`config.mk`:
```
export PLATFORM = sky130hd
export DESIGN_NAME = bt_dto_profile
export DESIGN_NICKNAME = d
export VERILOG_FILES = /design/src/rtl/bt_pkg.sv /design/src/rtl/bt_area_decode.sv /design/src/rtl/bt_curve_integrator.sv /design/src/rtl/bt_phase_accum.sv /design/src/rtl/bt_dto_profile.sv
export SDC_FILE = /design/constraint.sdc
export NUM_CORES = 1
export LEC_CHECK = 0
export BUFFER_PORTS_ARGS = -buffer_cell sky130_fd_sc_hd__buf_2
export CAP_MARGIN = 5
export CORE_MARGIN = 2
export CORE_UTILIZATION = 40
export CTS_CLUSTER_SIZE = 30
export DETAILED_ROUTE_END_ITERATION = 12
export RECOVER_POWER = 100
export SYNTH_ARGS = -nofsm -noshare
export SYNTH_HDL_FRONTEND = slang
export SYNTH_HIERARCHICAL = 1
export SYNTH_SLANG_ARGS = --single-unit
```
`constraint.sdc`:
```
create_clock -name clk -period 12.25 [get_ports clk]
set_input_delay 1.8375 -clock clk [delete_from_list [all_inputs] [get_ports clk]]
set_output_delay 1.8375 -clock clk [all_outputs]
set_load 0.1 [all_outputs]
```
`src/rtl/bt_pkg.sv`:
```
// Shared types for the bathtub increment profile generator.
package bt_pkg;

    // Area code of one output sample; 0 means no sample yet in this line.
    typedef enum logic [2:0] {
        AREA_NONE  = 3'd0,
        AREA_MID   = 3'd1,
        AREA_R_IN  = 3'd2,
        AREA_R_OUT = 3'd3,
        AREA_L_OUT = 3'd4,
        AREA_L_IN  = 3'd5
    } area_e;

endpackage

```
`src/rtl/bt_area_decode.sv`:
```
// Maps a sample position to its curve area.
// Assumes the boundaries are in the same units as pos_i (4 samples each);
// the comparisons run in a fixed priority, so unordered boundaries still
// give a defined result.
module bt_area_decode
    import bt_pkg::*;
#(
    parameter int POS_W = 8
) (
    input  logic [POS_W-1:0] pos_i,
    input  logic [POS_W-1:0] x1l_i,
    input  logic [POS_W-1:0] x0l_i,
    input  logic [POS_W-1:0] x0r_i,
    input  logic [POS_W-1:0] x1r_i,
    output area_e            area_o
);

    // Priority compare from the left edge towards the right edge.
    always_comb begin
        if (pos_i < x1l_i) begin
            area_o = AREA_L_OUT;
        end else if (pos_i < x0l_i) begin
            area_o = AREA_L_IN;
        end else if (pos_i < x0r_i) begin
            area_o = AREA_MID;
        end else if (pos_i < x1r_i) begin
            area_o = AREA_R_IN;
        end else begin
            area_o = AREA_R_OUT;
        end
    end

endmodule

```
`src/rtl/bt_curve_integrator.sv`:
```
// Double integrator that produces the phase increment.
// Assumes load_i and step_i are never both acted on (load wins).
// The increment is kept in -(2^(C0_W-1)) .. 2^C0_W-1 and the slope in its
// own signed range, both by saturation.
module bt_curve_integrator #(
    parameter int C0_W = 8,
    parameter int CK_W = 6,
    parameter int SL_W = 10
) (
    input  logic                     clk,
    input  logic                     rst_n,
    input  logic                     load_i,
    input  logic                     step_i,
    input  logic                     centre_i,
    input  logic                     outer_i,
    input  logic                     zoom_i,
    input  logic [C0_W-1:0]          c0_i,
    input  logic signed [CK_W-1:0]   c1_i,
    input  logic signed [CK_W-1:0]   c2_i,
    output logic signed [C0_W:0]     inc_next_o,
    output logic signed [C0_W:0]     inc_o
);

    localparam int INC_W = C0_W + 1;
    localparam int SUM_W = ((SL_W > INC_W) ? SL_W : INC_W) + 2;
    localparam logic signed [SUM_W-1:0] INC_HI = SUM_W'((1 << C0_W) - 1);
    localparam logic signed [SUM_W-1:0] INC_LO = SUM_W'(-(1 << (C0_W - 1)));
    localparam logic signed [SUM_W-1:0] SL_HI  = SUM_W'((1 << (SL_W - 1)) - 1);
    localparam logic signed [SUM_W-1:0] SL_LO  = SUM_W'(-(1 << (SL_W - 1)));

    logic signed [SL_W-1:0]  slope_r;
    logic signed [INC_W-1:0] inc_r;
    logic signed [CK_W-1:0]  coef;
    logic signed [INC_W-1:0] c0_full;
    logic signed [SUM_W-1:0] c0_sat;
    logic signed [SUM_W-1:0] slope_sum;
    logic signed [SUM_W-1:0] slope_sat;
    logic signed [SL_W-1:0]  slope_next;
    logic signed [SUM_W-1:0] inc_sum;
    logic signed [SUM_W-1:0] inc_sat;
    logic signed [INC_W-1:0] inc_next;

    // Clamp a wide signed value into [lo, hi].
    function automatic logic signed [SUM_W-1:0] clamp(
        input logic signed [SUM_W-1:0] v,
        input logic signed [SUM_W-1:0] lo,
        input logic signed [SUM_W-1:0] hi
    );
        if (v < lo) begin
            return lo;
        end else if (v > hi) begin
            return hi;
        end
        return v;
    endfunction

    // Centre constant: zoom bit acts as the sign, raised to the lower limit.
    always_comb begin
        c0_full = $signed({zoom_i, c0_i});
        c0_sat  = clamp(SUM_W'(c0_full), INC_LO, INC_HI);
    end

    // Next slope and increment for one output sample.
    always_comb begin
        coef       = outer_i ? c2_i : c1_i;
        slope_sum  = SUM_W'(slope_r) + SUM_W'(coef);
        slope_sat  = clamp(slope_sum, SL_LO, SL_HI);
        slope_next = centre_i ? '0 : slope_sat[SL_W-1:0];
        inc_sum    = SUM_W'(inc_r) + SUM_W'(slope_next);
        inc_sat    = clamp(inc_sum, INC_LO, INC_HI);
        inc_next   = centre_i ? c0_sat[INC_W-1:0] : inc_sat[INC_W-1:0];
    end

    // Integrator state: reset, line load, or one sample step.
    always_ff @(posedge clk) begin
        if (!rst_n) begin
            slope_r <= '0;
            inc_r   <= '0;
        end else if (load_i) begin
            slope_r <= '0;
            inc_r   <= c0_sat[INC_W-1:0];
        end else if (step_i) begin
            slope_r <= slope_next;
            inc_r   <= inc_next;
        end
    end

    assign inc_next_o = inc_next;
    assign inc_o      = inc_r;

    AST_INC_RANGE: assert property (@(posedge clk) disable iff (!rst_n)
        (SUM_W'(inc_r) >= INC_LO) && (SUM_W'(inc_r) <= INC_HI));

    AST_MID_CONST: assert property (@(posedge clk) disable iff (!rst_n)
        step_i && !load_i && centre_i && !zoom_i
        |=> inc_r == $past($signed({1'b0, c0_i})));

    AST_MID_SLOPE: assert property (@(posedge clk) disable iff (!rst_n)
        step_i && !load_i && centre_i |=> slope_r == '0);

endmodule

```
`src/rtl/bt_phase_accum.sv`:
```
// Fractional phase accumulator: per accepted sample it adds one unit plus
// the signed increment and reports the whole input samples crossed.
// Assumes the increment lies in -(2^(FR_W-1)) .. 2^FR_W-1, so at most two
// input samples are crossed per step.
module bt_phase_accum #(
    parameter int FR_W = 8
) (
    input  logic                  clk,
    input  logic                  rst_n,
    input  logic                  clr_i,
    input  logic                  step_i,
    input  logic signed [FR_W:0]  inc_i,
    output logic [1:0]            take_o
);

    logic [FR_W-1:0] acc_r;
    logic [FR_W+1:0] sum;

    // Phase plus one unit plus the sign-extended increment.
    always_comb begin
        sum = {2'b00, acc_r} + (FR_W + 2)'(1 << FR_W) + {inc_i[FR_W], inc_i};
    end

    // Keep the remainder; the take count lives for one cycle only.
    always_ff @(posedge clk) begin
        if (!rst_n) begin
            acc_r  <= '0;
            take_o <= '0;
        end else if (clr_i) begin
            acc_r  <= '0;
            take_o <= '0;
        end else if (step_i) begin
            acc_r  <= sum[FR_W-1:0];
            take_o <= sum[FR_W+1:FR_W];
        end else begin
            take_o <= '0;
        end
    end

    AST_TAKE_PULSE: assert property (@(posedge clk) disable iff (!rst_n)
        take_o != 2'd0 |-> $past(step_i) && !$past(clr_i));

    AST_TAKE_MAX: assert property (@(posedge clk) disable iff (!rst_n)
        take_o != 2'd3);

    AST_PHASE_CLR: assert property (@(posedge clk) disable iff (!rst_n)
        clr_i |=> acc_r == '0);

endmodule

```
`src/rtl/bt_dto_profile.sv`:
```
// Top of the bathtub increment profile generator.
// Counts output samples since the line strobe, decodes the area from the
// count divided by 4, steps the integrator and the phase accumulator once
// per accepted sample and stops after 4*(spl_i+1) samples.
// Assumes all programming inputs are stable during a line.
module bt_dto_profile
    import bt_pkg::*;
#(
    parameter int POS_W = 8,
    parameter int C0_W  = 8,
    parameter int CK_W  = 6,
    parameter int SL_W  = 10
) (
    input  logic                  clk,
    input  logic                  rst_n,
    input  logic                  line_start_i,
    input  logic                  sample_adv_i,
    input  logic                  keep_i,
    input  logic                  zoom_i,
    input  logic [C0_W-1:0]       c0_i,
    input  logic [CK_W-1:0]       c1_i,
    input  logic [CK_W-1:0]       c2_i,
    input  logic [POS_W-1:0]      x1l_i,
    input  logic [POS_W-1:0]      x0l_i,
    input  logic [POS_W-1:0]      x0r_i,
    input  logic [POS_W-1:0]      x1r_i,
    input  logic [POS_W-1:0]      spl_i,
    output logic signed [C0_W:0]  dto_inc_o,
    output logic [2:0]            area_o,
    output logic [1:0]            take_o
);

    localparam int CNT_W = POS_W + 2;

    logic [CNT_W-1:0]     cnt_r;
    logic                 active_r;
    area_e                area_r;
    area_e                area_now;
    logic [POS_W-1:0]     pos;
    logic                 step;
    logic                 load;
    logic                 is_mid;
    logic                 is_outer;
    logic                 last;
    logic signed [C0_W:0] inc_next;

    // Position and per-cycle controls.
    always_comb begin
        pos      = cnt_r[CNT_W-1:2];
        step     = sample_adv_i && active_r && !line_start_i;
        load     = line_start_i && !keep_i;
        last     = (cnt_r == {spl_i, 2'b11});
        is_mid   = (area_now == AREA_MID);
        is_outer = (area_now == AREA_L_OUT) || (area_now == AREA_R_OUT);
    end

    bt_area_decode #(
        .POS_W (POS_W)
    ) u_area (
        .pos_i  (pos),
        .x1l_i  (x1l_i),
        .x0l_i  (x0l_i),
        .x0r_i  (x0r_i),
        .x1r_i  (x1r_i),
        .area_o (area_now)
    );

    bt_curve_integrator #(
        .C0_W (C0_W),
        .CK_W (CK_W),
        .SL_W (SL_W)
    ) u_curve (
        .clk        (clk),
        .rst_n      (rst_n),
        .load_i     (load),
        .step_i     (step),
        .centre_i   (is_mid),
        .outer_i    (is_outer),
        .zoom_i     (zoom_i),
        .c0_i       (c0_i),
        .c1_i       ($signed(c1_i)),
        .c2_i       ($signed(c2_i)),
        .inc_next_o (inc_next),
        .inc_o      (dto_inc_o)
    );

    bt_phase_accum #(
        .FR_W (C0_W)
    ) u_phase (
        .clk    (clk),
        .rst_n  (rst_n),
        .clr_i  (line_start_i),
        .step_i (step),
        .inc_i  (inc_next),
        .take_o (take_o)
    );

    // Sample counter, line activity and area of the last accepted sample.
    always_ff @(posedge clk) begin
        if (!rst_n) begin
            cnt_r    <= '0;
            active_r <= 1'b0;
            area_r   <= AREA_NONE;
        end else if (line_start_i) begin
            cnt_r    <= '0;
            active_r <= 1'b1;
            area_r   <= AREA_NONE;
        end else if (step) begin
            cnt_r    <= cnt_r + CNT_W'(1);
            area_r   <= area_now;
            if (last) begin
                active_r <= 1'b0;
            end
        end
    end

    assign area_o = area_r;

    AST_LEFT_OUTER: assert property (@(posedge clk) disable iff (!rst_n)
        step && (pos < x1l_i) |=> area_o == 3'd4);

    AST_IDLE_HOLD: assert property (@(posedge clk) disable iff (!rst_n)
        sample_adv_i && !active_r && !line_start_i
        |=> $stable(dto_inc_o) && $stable(area_o) && take_o == 2'd0);

    AST_START_CLEARS: assert property (@(posedge clk) disable iff (!rst_n)
        line_start_i |=> area_o == 3'd0 && take_o == 2'd0 && cnt_r == '0);

    AST_KEEP_HOLD: assert property (@(posedge clk) disable iff (!rst_n)
        line_start_i && keep_i |=> $stable(dto_inc_o));

endmodule

```
==> flow_summary.yaml <==
logic_synthesis:
  async_flop_share_pct: 0
  synthDistinctLibCells: 71
  ys_dominant_reg_cell: "dfxtp_1"
  synth_edf_count: 0
  ys_ff_latch: 43
  yosys_warnings: 6
  syn_inst: 565
  synth_fp_nets: 691
  synth_area_per_cell_sq_um: 7.95
  synth_area_sq_um: 4490
  synth-seq-area-share_pct: 19.2
critical_path:
  cp.arrival_ps: 10540
  worst_setup_path_end_kind: "flip-flop"
  cpPeakStageDelay_ps: 710
  crit_fanout: 9
  crit_path_start_kind: "primary input"
  worstSetupPathType: "in2reg"
  crit_top_cell: "ha_1"
  critPathRequiredTime_ps: 12450
  reg2reg_slack_ps: 2900
  cp_slowest_cell: "o31ai_1"
floorplanning:
  die_x_microns: 110
  die-area_sq_um: 12100
  num_io_pins: 80
  rows: 38
  start_util_pct: 41.3
  core-area_sq_um: 10900
  die_y_microns: 110
clocking:
  clock_sinks: 43
  clk_pin_slew_ps: 100
  cts_tree: "built"
  numCtsBuffers: 5
  cts.repair.resized: 0
  htree_levels: 2
  clk_latency_ps: 300
  clockBufferDepth: 2
  cts_setup_buffers: 0
  cts_root_buf: "clkbuf_8"
  cts_hold_buffers: 0
sta:
  min_period_over_period_pct: 84.4
  finalWorstSetupSlack_ps: 1910
  fmax_mhz: 96.7
  slew_headroom_pct: 12.1
  hold_viol_final: 0
  finalCriticalPeriod_ps: 10340
  clock-skew-final_ps: 13.0
  finalSetupTns_ps: 0
  setup_viol: 0
  worst_pin_slew_ps: 1320
  drv_slew: 0
  whs_ps: 468
  grt_setup_unrepaired: "no"
power_and_ir_drop:
  p_per_area_nw_per_um2: 92.0
  cellLeakagePower_nw: 2.39
  power.ir.vdd_worst_mv: 0.0614
flow_run:
  drv_cap: 0
route:
  vias_per_cell: 5.44
  drt_pass1_iterations: 5
  num_vias: 4223
  ant_nets: 0
  drt_wl_total_microns: 11600
  avgRoutedWirePerCell_microns: 15.0
  route.detailed.drc: 0
  first_iter_violations: 166
placement:
  hpwl_microns: 8980
  pre_cts_ws_ps: 2220
  io_buffers: 79
  routabilityCongestion: 0.852
min_path:
  hold_class: "reg2reg"
global_routing:
  grt_use_total_pct: 19.7
  grt_max_degree: 37
  antenna_found_initial: 0
  grt_pass1_vias: 3968
  gr-total-overflow: 0
  grt_pass1_wl_microns: 18900
finish:
  syn2layout_area_growth_pct: 11.9
  n_antenna_cell: 0
  drive_gt1_share_pct: 14.8
  final_net_count: 762
  final_core_util_pct: 46.2
outcome:
  status: "completed"
## metal layers
metal  wire length, microns  global-route usage (%)  vias up
met4                    114                    3.89        0
li1                       -                       -     2186
met2                   5300                    34.6      104
met1                   5680                    25.9     1923
met3                    524                    2.65       10
met5                      0                       0        -
## synthesized netlist by cell type (3+ instances only)
| cell type | number | area [sq um] |
|---|---|---|
| dfxtp_1 | 43 | 861 |
| o211ai_1 | 3 | 22.5 |
| nand2_1 | 33 | 124 |
| clkbuf_1 | 8 | 30.0 |
| nand2b_1 | 20 | 125 |
| nand3b_1 | 5 | 37.5 |
| xor2_1 | 17 | 149 |
| xnor2_1 | 15 | 131 |
| ha_1 | 57 | 713 |
| nor2_1 | 37 | 139 |
| o21a_1 | 7 | 52.6 |
| a21boi_0 | 3 | 22.5 |
| buf_2 | 3 | 15.0 |
| nor3_1 | 12 | 60.1 |
| mux2_2 | 6 | 67.6 |
| inv_1 | 46 | 173 |
| and3_1 | 7 | 43.8 |
| nor2b_1 | 10 | 62.6 |
| a21o_1 | 17 | 128 |
| a211oi_1 | 20 | 150 |
| o21ai_1 | 4 | 20.0 |
| nand4_1 | 6 | 37.5 |
| nand4b_1 | 3 | 26.3 |
| mux2i_1 | 5 | 50.1 |
| fa_1 | 3 | 60.1 |
| o31ai_1 | 6 | 45.0 |
| a21oi_1 | 40 | 200 |
| nor3b_1 | 13 | 97.6 |
| nand3_1 | 16 | 80.1 |
| o21ai_0 | 45 | 225 |
| or3_1 | 4 | 25.0 |
## cells by family after synthesis
| group | synth area share, % |
|---|---|
| compound gates | 25.0 |
| xor+xnor | 6.60 |
| fa+ha+maj | 17.2 |
| buf+inv | 6.16 |
| flops | 19.2 |
| mux | 2.95 |
| simple gates | 22.9 |
## per-stage QoR
step	power, mW	cell area, sq um	cells
after floorplan	0.306	4490	565
after global placement	0.352	4990	769
after CTS	0.473	5100	777
after global routing	0.496	5030	777
after detailed placement	0.354	4990	769
final	0.462	5030	777
## worst paths after layout
kind / from / end / cells after the start
setup / recovery: x0l_i[1] / u_phase/acc_r[7] / 33
hold reg to reg: area_o[1] / area_o[1] / 2
hold / removal: area_o[1] / area_o[1] / 2
setup reg to reg: cnt_r[3] / u_phase/acc_r[7] / 31
## placed cells by master (no fill, tap or decap), drive strengths merged, types with 16 or more instances in the layout
| master | netlist | routed |
|---|---|---|
| nand2b | 20 | 20 |
| clkbuf | 10 | 21 |
| a211oi | 21 | 21 |
| xor2 | 18 | 18 |
| nor2 | 37 | 37 |
| a21oi | 42 | 42 |
| inv | 46 | 47 |
| ha | 57 | 57 |
| a21o | 17 | 17 |
| o21ai | 49 | 49 |
| nand2 | 33 | 33 |
| buf | 7 | 66 |
| nand3 | 16 | 16 |
| dfxtp | 43 | 43 |
## critical path: cells and delay by family
kind            cells  cell delay [ps]
buf+inv             3              180
mux                 2              740
simple gates        6             1080
xor+xnor            1              170
compound gates     15             4920
fa+ha+maj           6             1600
## where the power goes
| part | switching, mW | internal [mW] |
|---|---|---|
| Combinational | 0.124 | 0.0734 |
| Clock | 0.0550 | 0.0615 |
| Sequential | 0.00472 | 0.144 |
## sequential cells by signal (all words and copies together) (netlist names)
register and count:
u_phase/take_o 2, area_o 3, cnt_r 10, active_r 1, u_phase/acc_r 8, u_curve/slope_r 10
u_curve/inc_o 9
## layout make-up
class / instances / area (sq um)
clock buffer: 5 / 68.8
timing repair buffer: 82 / 395
sequential: 43 / 861
inverter: 46 / 173
fill: 1106 / 5860
multi-input combinational: 458 / 3310
clock inverter: 3 / 46.3
tap: 140 / 175
(Power assumes the default switching activity.)
